===== config.mk =====
export PLATFORM = sky130hd
export DESIGN_NAME = irq_l2_ctrl
export DESIGN_NICKNAME = d
export VERILOG_FILES = /design/src/rtl/l2irq_pkg.sv /design/src/rtl/l2irq_sync.sv /design/src/rtl/l2irq_capture.sv /design/src/rtl/l2irq_mask.sv /design/src/rtl/irq_l2_ctrl.sv
export SDC_FILE = /design/constraint.sdc
export NUM_CORES = 1
export LEC_CHECK = 0
export ABC_AREA = 1
export BUFFER_PORTS_ARGS = -buffer_cell sky130_fd_sc_hd__buf_2
export CORE_AREA = 2 2 135 137
export CTS_CLUSTER_SIZE = 28
export DETAILED_ROUTE_END_ITERATION = 10
export DIE_AREA = 0 0 137 139
export PLACE_DENSITY = 0.67
export SLEW_MARGIN = 20
export SYNTH_ARGS = -nofsm -noshare
export SYNTH_HDL_FRONTEND = slang
export SYNTH_SLANG_ARGS = --single-unit

===== constraint.sdc =====
create_clock -name clk -period 0.9 [get_ports clk]
set_input_delay 0.045 -clock clk [delete_from_list [all_inputs] [get_ports clk]]
set_output_delay 0.045 -clock clk [all_outputs]
set_load 0.02 [all_outputs]

===== src/rtl/l2irq_pkg.sv =====
package l2irq_pkg;

   typedef enum logic [2:0] {
      SEL_NONE,
      SEL_STATUS,
      SEL_CLEAR,
      SEL_MSTAT,
      SEL_MSET,
      SEL_MCLR
   } reg_sel_e;

   // Byte offset (low two bits already zero) to register, per variant.
   function automatic reg_sel_e decode_reg(input logic [7:0] off, input bit latched);
      reg_sel_e s;
      s = SEL_NONE;
      if (latched) begin
         case (off)
            8'h00:   s = SEL_STATUS;
            8'h08:   s = SEL_CLEAR;
            8'h0C:   s = SEL_MSTAT;
            8'h10:   s = SEL_MSET;
            8'h14:   s = SEL_MCLR;
            default: s = SEL_NONE;
         endcase
      end else begin
         case (off)
            8'h00:   s = SEL_STATUS;
            8'h04:   s = SEL_MSTAT;
            8'h08:   s = SEL_MSET;
            8'h0C:   s = SEL_MCLR;
            default: s = SEL_NONE;
         endcase
      end
      return s;
   endfunction

endpackage


===== src/rtl/l2irq_sync.sv =====
module l2irq_sync #(
   parameter int WIDTH  = 32,
   parameter int STAGES = 2
) (
   input  logic             clk,
   input  logic             rst_n,
   input  logic [WIDTH-1:0] d_i,
   output logic [WIDTH-1:0] q_o
);
   logic [WIDTH-1:0] stg_q [STAGES];

   generate
      for (genvar i = 0; i < STAGES; i++) begin : g_stage
         if (i == 0) begin : g_first
            always_ff @(posedge clk or negedge rst_n) begin
               if (!rst_n) stg_q[0] <= '0;
               else        stg_q[0] <= d_i;
            end
         end else begin : g_next
            always_ff @(posedge clk or negedge rst_n) begin
               if (!rst_n) stg_q[i] <= '0;
               else        stg_q[i] <= stg_q[i-1];
            end
         end
      end
   endgenerate

   assign q_o = stg_q[STAGES-1];
endmodule


===== src/rtl/l2irq_capture.sv =====
module l2irq_capture #(
   parameter int WIDTH   = 32,
   parameter bit LATCHED = 1'b1
) (
   input  logic             clk,
   input  logic             rst_n,
   input  logic [WIDTH-1:0] lvl_i,
   input  logic [WIDTH-1:0] clr_i,
   output logic [WIDTH-1:0] status_o
);
   generate
      if (LATCHED) begin : g_latched
         logic [WIDTH-1:0] prev_q;
         logic [WIDTH-1:0] stat_q;
         logic [WIDTH-1:0] rise;

         assign rise = lvl_i & ~prev_q;

         always_ff @(posedge clk or negedge rst_n) begin
            if (!rst_n) begin
               prev_q <= '0;
               stat_q <= '0;
            end else begin
               prev_q <= lvl_i;
               // a fresh edge outranks a clear in the same cycle
               stat_q <= (stat_q & ~clr_i) | rise;
            end
         end
         assign status_o = stat_q;
      end else begin : g_level
         logic level_unused;
         assign level_unused = ^{clr_i, clk, rst_n};
         assign status_o = lvl_i;
      end
   endgenerate
endmodule


===== src/rtl/l2irq_mask.sv =====
module l2irq_mask #(
   parameter int WIDTH = 32
) (
   input  logic             clk,
   input  logic             rst_n,
   input  logic             set_en,
   input  logic             clr_en,
   input  logic [WIDTH-1:0] bits_i,
   output logic [WIDTH-1:0] mask_o
);
   logic [WIDTH-1:0] mask_q;

   always_ff @(posedge clk or negedge rst_n) begin
      if (!rst_n)      mask_q <= '1;
      else if (set_en) mask_q <= mask_q | bits_i;
      else if (clr_en) mask_q <= mask_q & ~bits_i;
   end

   assign mask_o = mask_q;
endmodule


===== src/rtl/irq_l2_ctrl.sv =====
module irq_l2_ctrl
   import l2irq_pkg::*;
#(
   parameter int NUM_SRC     = 32,
   parameter int DATA_W      = 32,
   parameter int ADDR_W      = 8,
   parameter int SYNC_STAGES = 2,
   parameter bit LATCHED     = 1'b1
) (
   input  logic              clk,
   input  logic              rst_n,
   input  logic [NUM_SRC-1:0] src_i,
   input  logic [ADDR_W-1:0] bus_addr,
   input  logic              wr_valid,
   input  logic [DATA_W-1:0] wr_data,
   input  logic              rd_valid,
   output logic [DATA_W-1:0] rd_data,
   output logic              rd_ack,
   output logic              irq_o
);
   generate
      if (NUM_SRC < 1 || NUM_SRC > DATA_W) begin : g_bad_src
         $error("NUM_SRC must lie in 1..DATA_W");
      end
      if (ADDR_W < 5 || ADDR_W > 8) begin : g_bad_addr
         $error("ADDR_W must lie in 5..8");
      end
      if (SYNC_STAGES < 1) begin : g_bad_sync
         $error("SYNC_STAGES must be at least 1");
      end
   endgenerate

   logic [7:0]         off8;
   reg_sel_e           sel;
   logic [NUM_SRC-1:0] wbits;
   logic [NUM_SRC-1:0] sync_w;
   logic [NUM_SRC-1:0] clr_w;
   logic [NUM_SRC-1:0] status_w;
   logic [NUM_SRC-1:0] mask_w;
   logic [DATA_W-1:0]  rd_mux;
   logic [DATA_W-1:0]  rd_data_q;
   logic               rd_ack_q;

   assign off8  = 8'(bus_addr) & 8'hFC;
   assign sel   = decode_reg(off8, LATCHED);
   assign wbits = wr_data[NUM_SRC-1:0];
   assign clr_w = (wr_valid && sel == SEL_CLEAR) ? wbits : '0;

   l2irq_sync #(.WIDTH(NUM_SRC), .STAGES(SYNC_STAGES)) u_sync (
      .clk   (clk),
      .rst_n (rst_n),
      .d_i   (src_i),
      .q_o   (sync_w)
   );

   l2irq_capture #(.WIDTH(NUM_SRC), .LATCHED(LATCHED)) u_cap (
      .clk      (clk),
      .rst_n    (rst_n),
      .lvl_i    (sync_w),
      .clr_i    (clr_w),
      .status_o (status_w)
   );

   l2irq_mask #(.WIDTH(NUM_SRC)) u_mask (
      .clk    (clk),
      .rst_n  (rst_n),
      .set_en (wr_valid && sel == SEL_MSET),
      .clr_en (wr_valid && sel == SEL_MCLR),
      .bits_i (wbits),
      .mask_o (mask_w)
   );

   always_comb begin
      case (sel)
         SEL_STATUS: rd_mux = DATA_W'(status_w);
         SEL_MSTAT:  rd_mux = DATA_W'(mask_w);
         default:    rd_mux = '0;
      endcase
   end

   always_ff @(posedge clk or negedge rst_n) begin
      if (!rst_n) begin
         rd_data_q <= '0;
         rd_ack_q  <= 1'b0;
      end else begin
         rd_ack_q <= rd_valid;
         if (rd_valid) rd_data_q <= rd_mux;
      end
   end

   assign rd_data = rd_data_q;
   assign rd_ack  = rd_ack_q;
   assign irq_o   = |(status_w & ~mask_w);
endmodule


---- Word level (Yosys, flattened, before mapping) ----
Index checks and enable logic that the tools add are counted.
storage, ports and cells
  register bits after elaboration ......... 193
  input bits .............................. 76
  output and inout bits ................... 34
  logic and storage cells ................. 37
operators by class
  eq/ne operators ......................... 9
  mux-type cells .......................... 5
  bitwise gates (word level) .............. 10
  reduce and logical (&&, ||, !) cells .... 6
operators by type and width
  operator                                                               count
  32-bit bitwise AND                                                     4
  32-bit NOT                                                             4
  32-bit 2-to-1 mux                                                      3
  32-bit bitwise OR                                                      2
  32-bit one-hot mux with 2 select lines                                 1
  32-bit OR reduction                                                    1
  3-bit one-hot mux with 5 select lines                                  1
  6-bit by 2-bit equality test with 1-bit output, second input constant  2
  6-bit by 3-bit equality test with 1-bit output, second input constant  2
  8-bit logical NOT                                                      1
  3-bit by 2-bit equality test with 1-bit output, second input constant  2
  3-bit equality test, second input constant                             2
  3-bit by 1-bit equality test with 1-bit output, second input constant  1
  1-bit logical AND                                                      3
  2-bit nonzero test                                                     1

---- Depth between registers and ports, before layout ----
  word-level depth ........................ 8
  gate-level depth with buffers ........... 7
  depth with buffers taken out ............ 7

---- Hierarchy ----
From an unflattened synthesis, not the netlist that was laid out.
unflattened totals
  cells, all modules ...................... 913
  area total of the unflattened synthesis .. 8075.2 um^2
by module, submodules not included
  module         times used  cells an instance  area each (um^2)  seq. area each (um^2)
  irq_l2_ctrl    1           427                2653.8            825.8
  l2irq_capture  1           224                2202.1            1601.5
  l2irq_sync     1           96                 1841.8            1601.5
  l2irq_mask     1           166                1377.6            840.8

---- Worst setup path after synthesis ----
OpenSTA, ideal clock, no wires.
  path kind ............................... register to output
  start ................................... reg with a tool-made name
  end ..................................... out irq_o
  arrival ................................. 0.999 ns
  required time ........................... 0.855 ns
  setup slack ............................. -0.144 ns
  stages on the path, launching flop included .. 8
  buffers on the path ..................... 0
  cell sequence ........................... dfstp_2 -> inv_1 -> nand2_1 -> nand2_1 -> nor2_1 -> nand2_1 -> nor2_1 -> nand2_1
RTL lines
  item           line               text
  end, declared  irq_l2_ctrl.sv:19  output logic irq_o

==> summary.txt <==
Outcome
  • Status: finished, violations left
  • Failing checks: setup timing

Clock network
  • CTS tree: done
  • CTS max path bufs: 2
  • Clock root buffer: clkbuf_16
  • Worst-Skew Late Latency: 440 ps
  • Clock sinks: 193
  • Reg clk slew, reported paths: 70 ps
  • # H-tree levels: 4
  • Total CTS buffers: 17

GRT
  • GRT Residual Overflow: 0
  • Initial antenna violation count: 1
  • First-pass GRT wire length: 34.1 mm
  • Vias in the first global route: 6,824
  • Pin count of the biggest net entering global routing: 38
  • Total track usage: 23.0%

Floorplan
  • Num ports: 110
  • DIE AREA: 19,000 sq um
  • Die width: 137 microns
  • Initial Utilization: 44.0%
  • Die Y: 139 microns
  • Core area: 17,700 sq um
  • Row count: 49

Worst setup path
  • Critical path peak fanout: 2
  • CP max-delay cell: dfstp_2
  • Req. time, crit path: 850 ps
  • CP Class: flip-flop to output port
  • Worst setup SP type: flip-flop
  • Family with the most delay on the worst path: flip-flops
  • CP endpoint kind: output port
  • Crit-path cells: inv_2 -> nand2_2 -> o21ai_2 -> nor2_1 -> nand2_1 -> nor2_1 -> nand2_2 -> buf_6
  • Worst path bufs/invs: 2
  • Critical Path AT: 1720 ps
  • Largest stage delay, worst path: 560 ps

Placed design
  • Pre-CTS setup slack: -458 ps
  • Port buffer count: 107
  • DPL Wire Length: 13.3 mm
  • GPL Wtd Cong: 0.842
  • Placement-stage cell area: 9390 sq um

Drt
  • Final Routed Wirelength: 20.6 mm
  • DR vias/cell: 5.10
  • Vias: 6,935
  • TritonRoute pass-1 iters: 5
  • Drt wl/cell: 15.2 microns
  • Post-route ant nets: 0
  • Initial drt markers: 657
  • Residual DRC: 0

STA
  • Slew Limit Fails: 0
  • Fmax achieved: 567 MHz
  • Slew HR: 74.3%
  • Tmin final: 1760 ps
  • Setup Viol. Count Final: 67
  • Final WS setup: -862 ps
  • Clock Skew: 6.71 ps
  • Tcrit/Tclk final: 196%
  • Worst Max-Slew Pin Slew: 385 ps
  • RSZ-0062 raised after global routing: yes
  • Final hold vios: 0

Power
  • PwrDens: 1730 nW/um^2
  • Leakage power total: 5.68 nW
  • VDD IR-drop max: 0.00142 V

Yosys
  • Synth top area share: 51.9%
  • Mapped Cells: 838
  • Mean Syn Cell Area: 9.27 sq um
  • Top post-synthesis cells by area: dfrtp_1 52%, nand2_1 16%, nand4_1 13%
  • Distinct cell type count after synthesis: 15
  • Leading area contributor after synthesis: dfrtp_1
  • Post-Syn Area: 7770 sq um
  • #FFs+latches synth: 193
  • Sequential fraction of the synthesis area: 62.7%
  • Yosys warns: 0
  • Synthesized Nets: 914

Cells and area
  • Number of fillers in the final layout: 1,430
  • Final instance area: 11,200 sq um
  • Layout cells sized above 1: 29.5%
  • Leading cell type in the layout, fill and taps excluded: nand2_1
  • Most frequent cells in the layout: 330 x nand2_1, 161 x dfrtp_1, 160 x nand4_1
  • Area Growth Syn to Fin: 44.6%
  • Nets@finish: 1,192

Min path
  • HP Class: input pin to flip-flop

Run
  • Number of max-cap violations: 0
## Yosys cell counts, drive strengths merged
library cell	number
nor3	2
dfrtp	161
nand4	160
clkinv	1
buf	43
inv	69
clkbuf	13
nand2	339
dfstp	32
o21ai	3
nor2	15
## tightest hold or removal path, stage by stage
cell,delay (ps)
buf_2,110
nor2_4,40
buf_12,140
nand4_1,90
nand2_1,50
## power breakdown
group	total (mW)	internal (mW)	leakage [nW]	switching (mW)
Sequential	9.49	9.26	2.19	0.235
Combinational	2.44	1.21	3.20	1.23
Clock	7.47	3.99	0.289	3.48
## layer usage
layer  track usage (%)  vias up  routed length [microns]
li1                  -     3329                        -
met1              30.7     3295                     8730
met2              36.5      267                    10200
met3              4.68       44                     1240
met4              9.60        0                      489
met5                 0        -                        0
## area by class of cell
class	instances	area, sq um	share of cell area (%)
sequential	193	4870	43.3
timing repair buffer	315	2800	24.9
multi-input combinational	519	2430	21.6
clock buffer	18	439	3.91
tap	229	287	2.55
inverter	70	263	2.34
clock inverter	14	149	1.33
antenna	1	2.50	0.0223
## metrics by stage
stage | hold slack, ps | util, % | instances | power, mW | setup TNS, ps
2_1_floorplan | -251 | - | 838 | 10.3 | -137
3_3_place_gp | -44.3 | 53.2 | 1229 | 11.5 | -15430
3_5_place_dp | -43.8 | 53.2 | 1229 | 11.5 | -17030
4_1_cts | 28.7 | 62.5 | 1338 | 19.4 | -7270
5_1_grt | 48.8 | 63.6 | 1359 | 20.3 | -9900
6_report | 53.0 | 63.6 | 1359 | 19.4 | -6810
## cells by family (layout without fill, tap and decap cells)
family | count (synthesis) | after routing | synth area share, %
AOI/OAI and AO/OA | 3 | 3 | 0.193
buffers and inverters | 126 | 417 | 6.84
and+or+nand+nor | 516 | 516 | 30.3
DFF | 193 | 193 | 62.7
other | 0 | 1 | 0
## path summary, 6_finish.rpt
path	from	end	slack (ps)	depth (start not counted)
max in group asynchronous	rst_n	async pin	310	3
worst min-delay path	bus_addr[6]	flip-flop	50	5
worst max-delay path	flip-flop	irq_o	-860	8
worst max register to register	flip-flop	rd_data[15]$_DFFE_PN0P_	-220	7
min in group asynchronous	rst_n	u_sync.stg_q[33]$_DFF_PN0_	60	2
worst min register to register	u_sync.stg_q[52]$_DFF_PN0_	u_sync.q_o[20]$_DFF_PN0_	350	0
## repair_timing
action,4_1_cts,5_1_grt
pin swaps,9,33
buffers inserted,11,24
endpoints found under the setup margin,66,66
gates resized for setup,96,23
hold buffers,66,0
endpoints found under the hold margin,270,0
(Power assumes the default switching activity.)
